$ cat src/rtl/lsc_pkg.sv
package lsc_pkg;

  // Decoded events handed from the control to the datapath each clock.
  typedef struct packed {
    logic lineTick;
    logic hStart;
    logic bkOn;
    logic bkOff;
    logic hbOn;
    logic hbOff;
  } lscStrobe_t;

endpackage

$ cat src/rtl/lsc_control.sv
module lsc_control
  import lsc_pkg::*;
#(
  parameter int unsigned LINE_CLKS = 864,
  parameter int unsigned CNT_W     = 10,
  parameter int unsigned H_START0  = 846,
  parameter int unsigned H_START1  = 853,
  parameter int unsigned H_START2  = 54,
  parameter int unsigned H_START3  = 70,
  parameter int unsigned BK_START  = 34,
  parameter int unsigned BK_W50    = 58,
  parameter int unsigned BK_W60    = 51,
  parameter int unsigned HB_START  = 54,
  parameter int unsigned HB_W      = 159
) (
  input  logic             clk,
  input  logic             rst,
  input  logic [CNT_W-1:0] lineCount,
  input  logic [1:0]       hOffSel,
  input  logic             sel60,
  output lscStrobe_t       strb
);

  localparam logic [CNT_W-1:0] LAST_CNT  = CNT_W'(LINE_CLKS - 1);
  localparam logic [CNT_W-1:0] BK_ON     = CNT_W'(BK_START);
  localparam logic [CNT_W-1:0] BK_END50  = CNT_W'(BK_START + BK_W50);
  localparam logic [CNT_W-1:0] BK_END60  = CNT_W'(BK_START + BK_W60);
  localparam logic [CNT_W-1:0] HB_ON     = CNT_W'(HB_START);
  localparam logic [CNT_W-1:0] HB_END    = CNT_W'(HB_START + HB_W);
  localparam int unsigned      H_STARTS[4] = '{H_START0, H_START1, H_START2, H_START3};

  logic [1:0]       offQ;
  logic             sel60Q;
  logic [CNT_W-1:0] hStartCnt;

  // Mode inputs are taken once per line so no pulse is cut mid-flight.
  always_ff @(posedge clk) begin
    if (rst) begin
      offQ   <= 2'd0;
      sel60Q <= 1'b0;
    end else if (lineCount == LAST_CNT) begin
      offQ   <= hOffSel;
      sel60Q <= sel60;
    end
  end

  assign hStartCnt = CNT_W'(H_STARTS[offQ]);

  always_comb begin
    strb          = '0;
    strb.lineTick = (lineCount == '0);
    strb.hStart   = (lineCount == hStartCnt);
    strb.bkOn     = (lineCount == BK_ON);
    strb.bkOff    = (lineCount == (sel60Q ? BK_END60 : BK_END50));
    strb.hbOn     = (lineCount == HB_ON);
    strb.hbOff    = (lineCount == HB_END);
  end

endmodule

$ cat src/rtl/lsc_datapath.sv
module lsc_datapath
  import lsc_pkg::*;
#(
  parameter int unsigned PRE_DIV  = 16,
  parameter int unsigned MID_DIV  = 2,
  parameter int unsigned LINE_DIV = 27,
  parameter int unsigned H_WIDTH  = 49,
  parameter int unsigned CNT_W    = 10
) (
  input  logic             clk,
  input  logic             rst,
  input  lscStrobe_t       strb,
  input  logic             vBlank,
  output logic [CNT_W-1:0] lineCount,
  output logic             lineStrobe,
  output logic             hPulse,
  output logic [1:0]       sandcastle
);

  localparam int unsigned NSTAGE = 3;
  localparam int unsigned STAGE_DIV[NSTAGE] = '{PRE_DIV, MID_DIV, LINE_DIV};
  localparam int unsigned STAGE_WGT[NSTAGE] = '{1, PRE_DIV, PRE_DIV * MID_DIV};
  localparam int unsigned HW_W = $clog2(H_WIDTH + 1);

  logic [NSTAGE-1:0] carry;
  logic [CNT_W-1:0]  part [NSTAGE];

  assign carry[0] = 1'b1;

  // Divider cascade: each stage advances when all lower stages wrap.
  for (genvar g = 0; g < NSTAGE; g++) begin : g_stage
    logic [CNT_W-1:0] stVal;
    logic             atTop;

    assign atTop = (stVal == CNT_W'(STAGE_DIV[g] - 1));

    always_ff @(posedge clk) begin
      if (rst)
        stVal <= '0;
      else if (carry[g])
        stVal <= atTop ? '0 : stVal + 1'b1;
    end

    if (g < NSTAGE - 1) begin : g_carry
      assign carry[g+1] = carry[g] & atTop;
    end

    assign part[g] = CNT_W'(stVal * STAGE_WGT[g]);
  end

  always_comb begin
    lineCount = '0;
    for (int i = 0; i < NSTAGE; i++)
      lineCount = lineCount + part[i];
  end

  logic [HW_W-1:0] hLeft;
  logic            bkQ;
  logic            hbQ;
  logic            vbQ;

  always_ff @(posedge clk) begin
    if (rst) begin
      lineStrobe <= 1'b0;
      hPulse     <= 1'b0;
      hLeft      <= '0;
      bkQ        <= 1'b0;
      hbQ        <= 1'b0;
      vbQ        <= 1'b0;
    end else begin
      lineStrobe <= strb.lineTick;
      vbQ        <= vBlank;

      // Width counter keeps a wrapped pulse intact across a select change.
      if (strb.hStart) begin
        hPulse <= 1'b1;
        hLeft  <= HW_W'(H_WIDTH - 1);
      end else if (hLeft != '0) begin
        hLeft <= hLeft - 1'b1;
      end else begin
        hPulse <= 1'b0;
      end

      if (strb.bkOn)
        bkQ <= 1'b1;
      else if (strb.bkOff)
        bkQ <= 1'b0;

      if (strb.hbOn)
        hbQ <= 1'b1;
      else if (strb.hbOff)
        hbQ <= 1'b0;
    end
  end

  // Priority merge: burst key over horizontal blank over vertical blank.
  always_comb begin
    if (bkQ)
      sandcastle = 2'd3;
    else if (hbQ)
      sandcastle = 2'd2;
    else if (vbQ)
      sandcastle = 2'd1;
    else
      sandcastle = 2'd0;
  end

endmodule

$ cat src/rtl/line_sandcastle.sv
module line_sandcastle
  import lsc_pkg::*;
#(
  parameter int unsigned PRE_DIV  = 16,
  parameter int unsigned MID_DIV  = 2,
  parameter int unsigned LINE_DIV = 27,
  parameter int unsigned H_WIDTH  = 49,
  parameter int unsigned H_START0 = 846,
  parameter int unsigned H_START1 = 853,
  parameter int unsigned H_START2 = 54,
  parameter int unsigned H_START3 = 70,
  parameter int unsigned BK_START = 34,
  parameter int unsigned BK_W50   = 58,
  parameter int unsigned BK_W60   = 51,
  parameter int unsigned HB_START = 54,
  parameter int unsigned HB_W     = 159
) (
  input  logic       clk,
  input  logic       rst,
  input  logic [1:0] hOffSel,
  input  logic       sel60,
  input  logic       vBlank,
  output logic       lineStrobe,
  output logic       hPulse,
  output logic [1:0] sandcastle
);

  localparam int unsigned LINE_CLKS = PRE_DIV * MID_DIV * LINE_DIV;
  localparam int unsigned CNT_W     = $clog2(LINE_CLKS);

  logic [CNT_W-1:0] lineCount;
  lscStrobe_t       strb;

  lsc_control #(
    .LINE_CLKS(LINE_CLKS), .CNT_W(CNT_W),
    .H_START0(H_START0), .H_START1(H_START1),
    .H_START2(H_START2), .H_START3(H_START3),
    .BK_START(BK_START), .BK_W50(BK_W50), .BK_W60(BK_W60),
    .HB_START(HB_START), .HB_W(HB_W)
  ) ctrl_i (
    .clk(clk), .rst(rst), .lineCount(lineCount),
    .hOffSel(hOffSel), .sel60(sel60), .strb(strb)
  );

  lsc_datapath #(
    .PRE_DIV(PRE_DIV), .MID_DIV(MID_DIV), .LINE_DIV(LINE_DIV),
    .H_WIDTH(H_WIDTH), .CNT_W(CNT_W)
  ) dp_i (
    .clk(clk), .rst(rst), .strb(strb), .vBlank(vBlank),
    .lineCount(lineCount), .lineStrobe(lineStrobe),
    .hPulse(hPulse), .sandcastle(sandcastle)
  );

endmodule

$ cat config.mk
export PLATFORM = sky130hd
export DESIGN_NAME = line_sandcastle
export DESIGN_NICKNAME = d
export VERILOG_FILES = /design/src/rtl/lsc_pkg.sv /design/src/rtl/lsc_control.sv /design/src/rtl/lsc_datapath.sv /design/src/rtl/line_sandcastle.sv
export SDC_FILE = /design/constraint.sdc
export NUM_CORES = 1
export LEC_CHECK = 0
export BUFFER_PORTS_ARGS = -buffer_cell sky130_fd_sc_hd__clkbuf_2
export CAP_MARGIN = 20
export CORE_MARGIN = 3
export CORE_UTILIZATION = 30
export CTS_BUF_LIST = sky130_fd_sc_hd__clkbuf_8
export CTS_CLUSTER_DIAMETER = 120
export DETAILED_ROUTE_END_ITERATION = 12
export GPL_ROUTABILITY_DRIVEN = 0
export PLACE_DENSITY_LB_ADDON = 0.15
export SLEW_MARGIN = 20
export SYNTH_ARGS = -nofsm -noshare
export SYNTH_HDL_FRONTEND = slang
export SYNTH_HIERARCHICAL = 1
export SYNTH_SLANG_ARGS = --single-unit
export TNS_END_PERCENT = 5
$ cat constraint.sdc
create_clock -name clk -period 8.8 [get_ports clk]
set_input_delay 0.88 -clock clk [delete_from_list [all_inputs] [get_ports clk]]
set_output_delay 0.88 -clock clk [all_outputs]
set_load 0.05 [all_outputs]
==> results of run 1 <==
## cell families (layout without fill, tap and decap cells)
kind of cell / after synthesis / count (layout)
flops: 44 / 44
compound gates: 59 / 59
fa+ha+maj: 21 / 21
simple gates: 128 / 128
xor+xnor: 25 / 25
buf+inv: 31 / 32
## worst min-delay path, delay by kind of cell, from the launching register on
kind	cells	cell delay (ns)
AOI/OAI and AO/OA	2	0.11
DFF	1	0.33
## layout by cell type, fill, tap and decap left out, types with 6 or more instances in the layout
cell,Yosys,final
or4_1,9,9
and3_1,7,7
ha_1,16,16
nor3_1,8,8
clkbuf_2,0,9
xnor2_1,13,13
nor2_1,26,26
nand3_1,11,11
o31ai_1,9,9
clkbuf_8,0,6
dfxtp_1,44,44
inv_1,15,15
xor2_1,12,12
nand4_1,15,15
a21oi_1,24,24
nand2_1,9,9
## metrics by stage
stage	cells	cell area, µm²	total power [W]	utilization [%]	worst slack [ns]
3_3_place_gp	406	2780	0.000319	32.9	5.58
2_1_floorplan	308	2690	0.000303	-	5.87
4_1_cts	414	2880	0.000455	34.0	5.51
3_5_place_dp	406	2780	0.000318	32.9	5.51
5_1_grt	414	2880	0.000482	34.0	5.32
6_report	414	2880	0.000446	34.0	5.53
## power by group through the flow
stage	combinational [W]	sequential, W	clock [W]
after global placement	0.0000860	0.000233	0
after global routing	0.000102	0.000231	0.000149
after detailed placement	0.0000858	0.000233	0
after CTS	0.0000868	0.000228	0.000140
after floorplan	0.0000733	0.000230	0
final	0.0000855	0.000228	0.000133
## sequential cells by signal (all words and copies together), names as in the netlist
signal,count
dp_i/bkQ,1
dp_i/g_stage.stVal,30
dp_i/hbQ,1
ctrl_i/offQ,2
dp_i/lineStrobe,1
dp_i/hPulse,1
ctrl_i/sel60Q,1
dp_i/hLeft,6
dp_i/vbQ,1
## worst max-delay path by stage
stage	endpoint	cells after the start
floorplan	dp_i/hLeft[5]	11
global placement	dp_i/hLeft[5]	11
detailed placement	dp_i/hLeft[5]	11
CTS	dp_i/hLeft[5]	11
global route	dp_i/hLeft[5]	11
finish	dp_i/hLeft[5]	11
## final cells by class
type	count	share of cell area, %
Multi-Input combinational cell	233	58.1
Sequential cell	44	30.6
Tap cell	105	4.57
Clock buffer	6	2.87
Inverter	15	1.96
Timing Repair Buffer	9	1.57
Clock inverter	2	0.348
## per-layer routing
metal	GRT usage [%]	up-vias
met5	0	-
met4	2.80	0
met3	2.35	2
met2	18.6	18
met1	16.6	1016
li1	-	1123
==> impl_metrics.tcl, run 1 <==
set metrics [dict create \
    outcome "completed" \
    synth_top_area_share_pct 32.7 \
    syn_area_um2 2690 \
    grt_max_degree 33 \
    rrSetupSlack_ns 5.53 \
    yosysUniqueCellTypes 52 \
    antenna_found_initial 0 \
    dr.pass1.iters 4 \
    hold_ws_ns 0.488 \
    power_density_nw_per_um2 155 \
    port_buffers 9 \
    synth-edff-count 0 \
    drv_slew 0 \
    cts_num_sinks 44 \
    ant_nets 0 \
    fp.dieArea_um2 10100 \
    post_cts_resized 0 \
    cts_buffers 5 \
    vias 2159 \
    regArea_um2 881 \
    dieHeight_um 101 \
    p_leak_nw 1.07 \
    met2_length_mm 2.59 \
    boundaryPins 10 \
    rows 33 \
    crit_slowest_cell "nor4_2" \
    synth_xor_area_share_pct 8.14 \
    die_x_um 101 \
    drc 0 \
    layout-drive-gt1-share_pct 8.74 \
    timing.critical_path.from_type "register" \
    avgSynthCellArea_um2 8.74 \
    combPwrFrac_pct 19.2 \
    wl_met3_um 144 \
    cap_violations 0 \
    ctsHoldBuffers 0 \
    grt_overflow 0 \
    critPathKind "register to register" \
    start_util_pct 31.8 \
    period_needed_ns 3.27 \
    topRoutingLayerUsed "met4" \
    syn_nets 335 \
    syn_inst 308 \
    met1_length_mm 2.92 \
    synth_compound_area_share_pct 13.9 \
    final.setup.tns_ns 0 \
    cts_tree "done" \
    ys.flop_type "dfxtp_1" \
    hold_viol 0 \
    cp.required_ns 9.02 \
    cp_slowest_stage_delay_ns 0.61 \
    period_share_pct 37.1 \
    cts-root-buf "clkbuf_8" \
    startpoint "dp_i/g_stage[0].stVal[5]" \
    worstSkewPairLatency_ns 0.29 \
    synth_mux_area_share_pct 0 \
    clockBufferDepth 2 \
    hp-start "dp_i/g_stage[1].stVal[9]" \
    drt_iter0_markers 72 \
    worst_ir_drop_vdd_uv 57.0 \
    htreeDepth 2 \
    synthAdderAreaFrac_pct 11.2 \
    syn_to_final_growth_pct 6.83 \
    r2r_end "dp_i/hLeft[5]" \
    drt_wl_total_mm 5.70 \
    rsz0062_at_grt "false" \
    cp_data_arrival_time_ns 3.48 \
    yosys.area_share.simple_pct 28.8 \
    core_area_um2 8460 \
    path_cells "fa_1, ha_1, fa_1, a21o_1, a21oi_1, xnor2_1, and3b_1, a21oi_1, nor4_2, inv_1, a21oi_1" \
    cp-end-kind "register" \
    diodes 0 \
    skew_ns 0.00455 \
    power_frac_seq_pct 51.1 \
    hold_path.class "register to register" \
    reg2reg_depth 11 \
    multi_input_area_um2 1670 \
    vias_per_cell 5.21 \
    synth_top_family_by_area "simple AND/OR/NAND/NOR gates" \
    switching_share_pct 29.0 \
    grtUsageTotal_pct 11.8 \
    hold_end "dp_i/g_stage[1].stVal[9]" \
    synth_common_cells "44 x dfxtp_1, 26 x nor2_1, 24 x a21oi_1" \
    p_sw_w 0.000129 \
    avgRoutedWirePerCell_um 13.8 \
    path_clk_slew_ns 0.09 \
    dp_hpwl_mm 4.11 \
    path_common_cell "a21oi_1" \
    path_buf_inv 1 \
    worstMarginPinSlew_ns 0.654 \
    grt_pass1_wl_mm 9.87 \
    synth_top_area_cell "dfxtp_1" \
    slew_headroom_pct 56.4 \
    synth_seq_cells 44 \
    intPower_w 0.000317 \
    async_flop_share_pct 0 \
    crit_path_max_fanout 7 \
    synth_most_common_cell "dfxtp_1" \
    cp_top_family "adder cells" \
    p_clk_share_pct 29.8 \
    clock.fmax_ghz 0.306 \
    nets 335 \
    synthTopCellsByArea "dfxtp_1 33%, ha_1 7.4%, a21oi_1 4.5%" \
    cts_setup_buffers 0 \
    nFillCells 890 \
    ys_seq_area_share_pct 32.7 \
    grt_pass1_vias 2005 \
    yosysWarningCount 6 \
    holdPathStages 2 \
    r2r_start "dp_i/g_stage[0].stVal[5]" \
    finalSetupViolCount 0 \
]
Power figures use the tool's default switching activity.
==> inputs of run 2 (changes only) <==
Settings changed: ABC_AREA set to 1.
Clock period 8.8 ns to 3.1 ns, I/O delays scaled along.
==> run 2 against run 1 <==
Sequential power rose to 2.8 times the previous value. Critical path depth rose by 3. Highest routed layer unchanged. Hold slack got worse by 0.27 ns. Area after synthesis rose by 7.4%. First-iteration DRC count rose by 93%. Cell count rose by 39%. Setup slack got worse by 5.2 ns. Total power rose to 3.0 times the previous value. Register-to-register slack got worse by 5.2 ns. Synthesized cell count rose by 42%. Combinational power rose to 2.8 times the previous value.
==> impl_metrics.tcl, run 2 <==
set metrics [dict create \
    outcome "completed" \
    cp.required_ns 3.28 \
    dr.pass1.iters 4 \
    core_area_um2 9280 \
    layout-drive-gt1-share_pct 8.54 \
    syn_area_um2 2890 \
    nFillCells 1023 \
    cts_tree "done" \
    drt_wl_total_mm 6.33 \
    regMostFlops "dp_i/g_stage.stVal" \
    avgRoutedWirePerCell_um 11.0 \
    grt_max_degree 18 \
    post_cts_resized 0 \
    synth_common_cells "97 x nand2_1, 81 x nor2_1, 64 x inv_1" \
    period_needed_ns 2.79 \
    period_share_pct 90.2 \
    synth_most_common_cell "nand2_1" \
    cts_buffers 5 \
    skew_ns 0.0118 \
    cap_violations 0 \
    worstMarginPinSlew_ns 0.418 \
    antenna_found_initial 0 \
    synth_top_area_share_pct 30.5 \
    fp.dieArea_um2 10900 \
    async_flop_share_pct 0 \
    cts_setup_buffers 0 \
    yosysWarningCount 6 \
    ctsHoldBuffers 0 \
    fin_cells 574 \
    grt_pass1_wl_mm 11.4 \
    die_x_um 104 \
    p_sw_w 0.000394 \
    boundaryPins 10 \
    hold_path.class "primary input to register" \
    htreeDepth 2 \
    largest_reg_flops 30 \
    dieHeight_um 104 \
    slew_headroom_pct 72.1 \
    ys.flop_type "dfxtp_1" \
    worst_ir_drop_vdd_uv 207 \
    syn_inst 436 \
    ant_nets 0 \
    syn_nets 463 \
    utilization_pct 34.2 \
    synthTopCellsByArea "dfxtp_1 30%, nand2_1 13%, nor2_1 11%" \
    yosysUniqueCellTypes 30 \
    synth_seq_cells 44 \
    timing.critical_path.from_type "register" \
    finalSetupViolCount 0 \
    power_density_nw_per_um2 420 \
    cp-end-kind "register" \
    final_common_cell "nand2_1" \
    layout_common_cells "97 x nand2_1, 80 x nor2_1, 64 x inv_1, 41 x dfxtp_1, 35 x nand3_1" \
    final.setup.tns_ns 0 \
    rsz0062_at_grt "false" \
    cp_data_arrival_time_ns 2.98 \
    critPathKind "register to register" \
    intPower_w 0.000940 \
    drt_iter0_markers 139 \
    multi_input_area_um2 1720 \
    port_buffers 9 \
    hold_viol 0 \
    diodes 0 \
    vias 2549 \
    power_frac_seq_pct 47.6 \
    nets 471 \
    crit_path_max_fanout 7 \
    avgSynthCellArea_um2 6.63 \
    worstSkewPairLatency_ns 0.30 \
    drv_slew 0 \
    synth-edff-count 0 \
    grt_overflow 0 \
    p_clk_share_pct 34.6 \
    rows 35 \
    clock.fmax_ghz 0.358 \
    vias_per_cell 4.44 \
    ys_seq_area_share_pct 30.5 \
    biggestRegsByFlops "dp_i/g_stage.stVal x30, dp_i/hLeft x6, ctrl_i/offQ x2" \
    path_clk_slew_ns 0.10 \
    syn_to_final_growth_pct 9.74 \
    drc 0 \
    p_leak_nw 1.46 \
    switching_share_pct 29.5 \
    synth_top_area_cell "dfxtp_1" \
    dp_hpwl_mm 4.96 \
    grtUsageTotal_pct 12.6 \
    grt_pass1_vias 2448 \
    start_util_pct 31.1 \
    cts-root-buf "clkbuf_8" \
    clockBufferDepth 2 \
    dp_cells 566 \
    combPwrFrac_pct 17.7 \
    cts_num_sinks 44 \
    regArea_um2 885 \
]
run 2: cell count changes after synthesis, sizes merged, moves of 9 or more:
cell / delta
nand3: +23
nand2: +93
inv: +51
o31ai: -9
nor2: +60
or4: -9
run 2: path summary, 6_finish.rpt:
path	cells past startpoint	end	from	slack [ns]
setup / recovery	14	dp_i/hLeft[0]	dp_i/g_stage[0].stVal[5]	0.31
hold / removal	3	dp_i/vbQ	vBlank	0.22
setup reg to reg	14	dp_i/hLeft[0]	dp_i/g_stage[0].stVal[5]	0.31
hold reg to reg	1	dp_i/hLeft[0]	dp_i/hLeft[0]	0.46
run 2: layout make-up:
type                    instances  share of cell area (%)
flip-flops and latches         44                    27.9
inverters                      66                    7.81
clock buffers                   5                    2.17
multi-input cells             318                    54.1
repair buffers                  9                    1.42
well taps                     129                    5.09
clock inverters                 3                    1.50
run 2: power groups by stage:
stage,sequential [W],combinational [W],clock (W)
after floorplan,0.000645,0.000196,0
after global placement,0.000650,0.000238,0
after detailed placement,0.000650,0.000238,0
after CTS,0.000636,0.000240,0.000485
after global routing,0.000642,0.000280,0.000512
final,0.000635,0.000237,0.000462
run 2: cells by family after synthesis:
family / count (synthesis) / synth area share, %
xor+xnor: 15 / 4.54
flops: 44 / 30.5
compound gates: 31 / 5.76
fa+ha+maj: 21 / 10.4
simple gates: 251 / 38.4
buf+inv: 74 / 10.4
run 2: worst max-delay path, stage by stage, from the launching register on:
cell      delay (ns)
dfxtp_2         0.37
fa_1            0.49
ha_1            0.24
fa_1            0.40
nand2_1         0.08
nand2_1         0.05
a21oi_1         0.16
xor2_1          0.22
nand2_1         0.11
nand2_1         0.07
o211ai_1        0.08
nor2_1          0.19
nor2_2          0.08
o21ai_0         0.09
a21oi_1         0.06
run 2: through the flow:
step	total power, W	cell area [µm²]	setup WS, ns	hold WS, ns
global placement	0.000888	3040	0.324	0.440
global route	0.00144	3170	0.0256	0.216
finish	0.00133	3170	0.305	0.215
floorplan	0.000841	2890	0.479	0.417
detailed placement	0.000888	3040	0.248	0.447
CTS	0.00136	3160	0.198	0.206
run 2: layer usage:
metal | vias up | share of wire (%) | global-route usage (%)
li1 | 1385 | - | -
met1 | 1138 | 51 | 17.2
met2 | 24 | 46 | 20.6
met3 | 2 | 2.4 | 2.30
met4 | 0 | 0.22 | 2.85
met5 | - | 0 | 0
==> inputs of run 3 (changes only) <==
Settings changed: ABC_AREA 1 to unset.
==> run 3 against run 2 <==
Clock-buffer cell count is the same. Hold slack gained 0.027 ns. Clock skew shrank 0.0034 ns. Setup slack lost 0.11 ns. Final area shrank 7.8%. Non-clock buffer count grew 7. Register-to-register slack lost 0.11 ns. Core utilization grew 0.38 points. Global-route usage shrank 0.82 points. Maximum frequency shrank 3.9%. Routed wire length shrank 9.2%. Critical path type unchanged. Critical endpoint is now dp_i/hLeft[5]. Highest routed layer unchanged.
==> impl_metrics.tcl, run 3 (synthesized netlist as in run 1, its figures left out) <==
set metrics [dict create \
    outcome "completed" \
    power_density_nw_per_um2 421 \
    cts_setup_buffers 0 \
    drv_slew 0 \
    crit_path_max_fanout 7 \
    p_clk_share_pct 27.7 \
    nets 342 \
    htreeDepth 2 \
    cts_buffers 5 \
    drt_iter0_markers 69 \
    final_common_cell "dfxtp_1" \
    critPathKind "register to register" \
    hold_viol 0 \
    utilization_pct 34.6 \
    grt_pass1_wl_mm 9.89 \
    crit_slowest_cell "fa_1" \
    clock.fmax_ghz 0.344 \
    grt_max_degree 33 \
    hold_ws_ns 0.243 \
    dieHeight_um 101 \
    worstMarginPinSlew_ns 0.666 \
    final.setup.tns_ns 0 \
    power_w 0.00123 \
    rsz0062_at_grt "false" \
    cp_data_arrival_time_ns 3.12 \
    grt_overflow 0 \
    largest_reg_flops 30 \
    layout_common_cells "43 x dfxtp_1, 26 x nor2_1, 23 x a21oi_1, 16 x inv_1, 16 x ha_1" \
    period_share_pct 93.8 \
    rows 33 \
    boundaryPins 10 \
    finalSetupViolCount 0 \
    cts-root-buf "clkbuf_8" \
    worst_ir_drop_vdd_uv 144 \
    skew_ns 0.00838 \
    grtUsageTotal_pct 11.8 \
    combPwrFrac_pct 19.8 \
    cap_violations 0 \
    power_frac_seq_pct 52.5 \
    nFillCells 877 \
    diodes 0 \
    p_sw_w 0.000360 \
    cp-end-kind "register" \
    worstSkewPairLatency_ns 0.29 \
    regMostFlops "dp_i/g_stage.stVal" \
    hold_path.class "primary input to register" \
    p_leak_nw 1.11 \
    die_x_um 101 \
    slew_headroom_pct 55.6 \
    path_clk_slew_ns 0.09 \
    drt_wl_total_mm 5.75 \
    cp_slowest_stage_delay_ns 0.43 \
    drc 0 \
    layout-drive-gt1-share_pct 11.1 \
    port_buffers 9 \
    clockBufferDepth 2 \
    syn_to_final_growth_pct 8.69 \
    grt_pass1_vias 2050 \
    period_needed_ns 2.91 \
    dr.pass1.iters 4 \
    intPower_w 0.000873 \
    ctsHoldBuffers 0 \
    timing.critical_path.from_type "register" \
    fp.dieArea_um2 10100 \
    switching_share_pct 29.2 \
    cp.required_ns 3.32 \
    biggestRegsByFlops "dp_i/g_stage.stVal x30, dp_i/hLeft x6, ctrl_i/offQ x2" \
    core_area_um2 8460 \
    start_util_pct 31.8 \
    path_cells "fa_1, ha_1, fa_1, a21o_1, a21oi_2, xnor2_2, and3b_1, a21oi_1, nor4_2, buf_4, inv_1, a21oi_1" \
    dp_hpwl_mm 4.15 \
    antenna_found_initial 0 \
    vias_per_cell 5.30 \
    avgRoutedWirePerCell_um 13.7 \
    cts_tree "done" \
    ant_nets 0 \
    vias 2226 \
    cts_num_sinks 44 \
]
==> run 3: cell types whose count changed in the layout (fill, tap and decap cells not counted), moves of 7 or more <==
cell | before | now
nand2_1 | 97 | 9
nor2_1 | 80 | 26
inv_1 | 64 | 16
nand3_1 | 35 | 11
o31ai_1 | 0 | 9
or4_1 | 0 | 9
and3_1 | 0 | 7
buf_4 | 0 | 7
xnor2_1 | 5 | 12
==> run 3: what timing repair did <==
item | CTS | global route
endpoints found under the setup margin | 0 | 8
gates resized for setup | 0 | 3
hold endpoints to repair | 0 | 0
==> run 3: routing by layer <==
layer  vias to the layer above  track usage (%)  part of all wire, %
met1                      1061             17.3                   53
li1                       1141                -                    -
met5                         -                0                    0
met4                         0             2.49                 0.50
met3                         2             2.35                  2.7
met2                        22             17.7                   44
==> run 3: area by class of cell <==
cell class | count | area (µm²) | area share (%)
Inverter | 15 | 56.3 | 1.92
Sequential cell | 44 | 882 | 30.2
Multi-Input combinational cell | 233 | 1680 | 57.4
Clock inverter | 2 | 8.76 | 0.299
Tap cell | 105 | 131 | 4.49
Timing Repair Buffer | 16 | 97.6 | 3.34
Clock buffer | 5 | 68.8 | 2.35
==> run 3: power by group through the flow <==
| stage | Clock, W | Sequential [W] | Combinational [W] |
|---|---|---|---|
| detailed placement | 0 | 0.000661 | 0.000248 |
| floorplan | 0 | 0.000653 | 0.000208 |
| global placement | 0 | 0.000660 | 0.000245 |
| finish | 0.000341 | 0.000647 | 0.000244 |
| global route | 0.000382 | 0.000654 | 0.000281 |
| CTS | 0.000363 | 0.000648 | 0.000249 |
==> run 3: path summary, 6_finish.rpt <==
check,from,end,slack (ns),cells past startpoint
setup / recovery,dp_i/g_stage[2].stVal[0],dp_i/hLeft[5],0.19,12
hold / removal,vBlank,dp_i/vbQ,0.24,2
setup reg to reg,dp_i/g_stage[2].stVal[0],dp_i/hLeft[5],0.19,12
hold reg to reg,dp_i/g_stage[1].stVal[9],dp_i/g_stage[1].stVal[9],0.48,2
==> run 3: worst max-delay path: cells and delay by family, from the launching register on <==
family / cells / cell delay (ns)
compound gates: 4 / 0.53
fa+ha+maj: 3 / 1.07
flops: 1 / 0.39
xor+xnor: 1 / 0.17
buf+inv: 2 / 0.24
simple gates: 2 / 0.46
==> run 3: stage by stage <==
| step | setup WS (ns) | cell area, µm² | std cells |
|---|---|---|---|
| CTS | 0.0643 | 2910 | 420 |
| floorplan | 0.173 | 2690 | 308 |
| detailed placement | 0.0785 | 2840 | 413 |
| global route | 0.00527 | 2930 | 420 |
| global placement | 0.143 | 2840 | 413 |
| finish | 0.192 | 2930 | 420 |
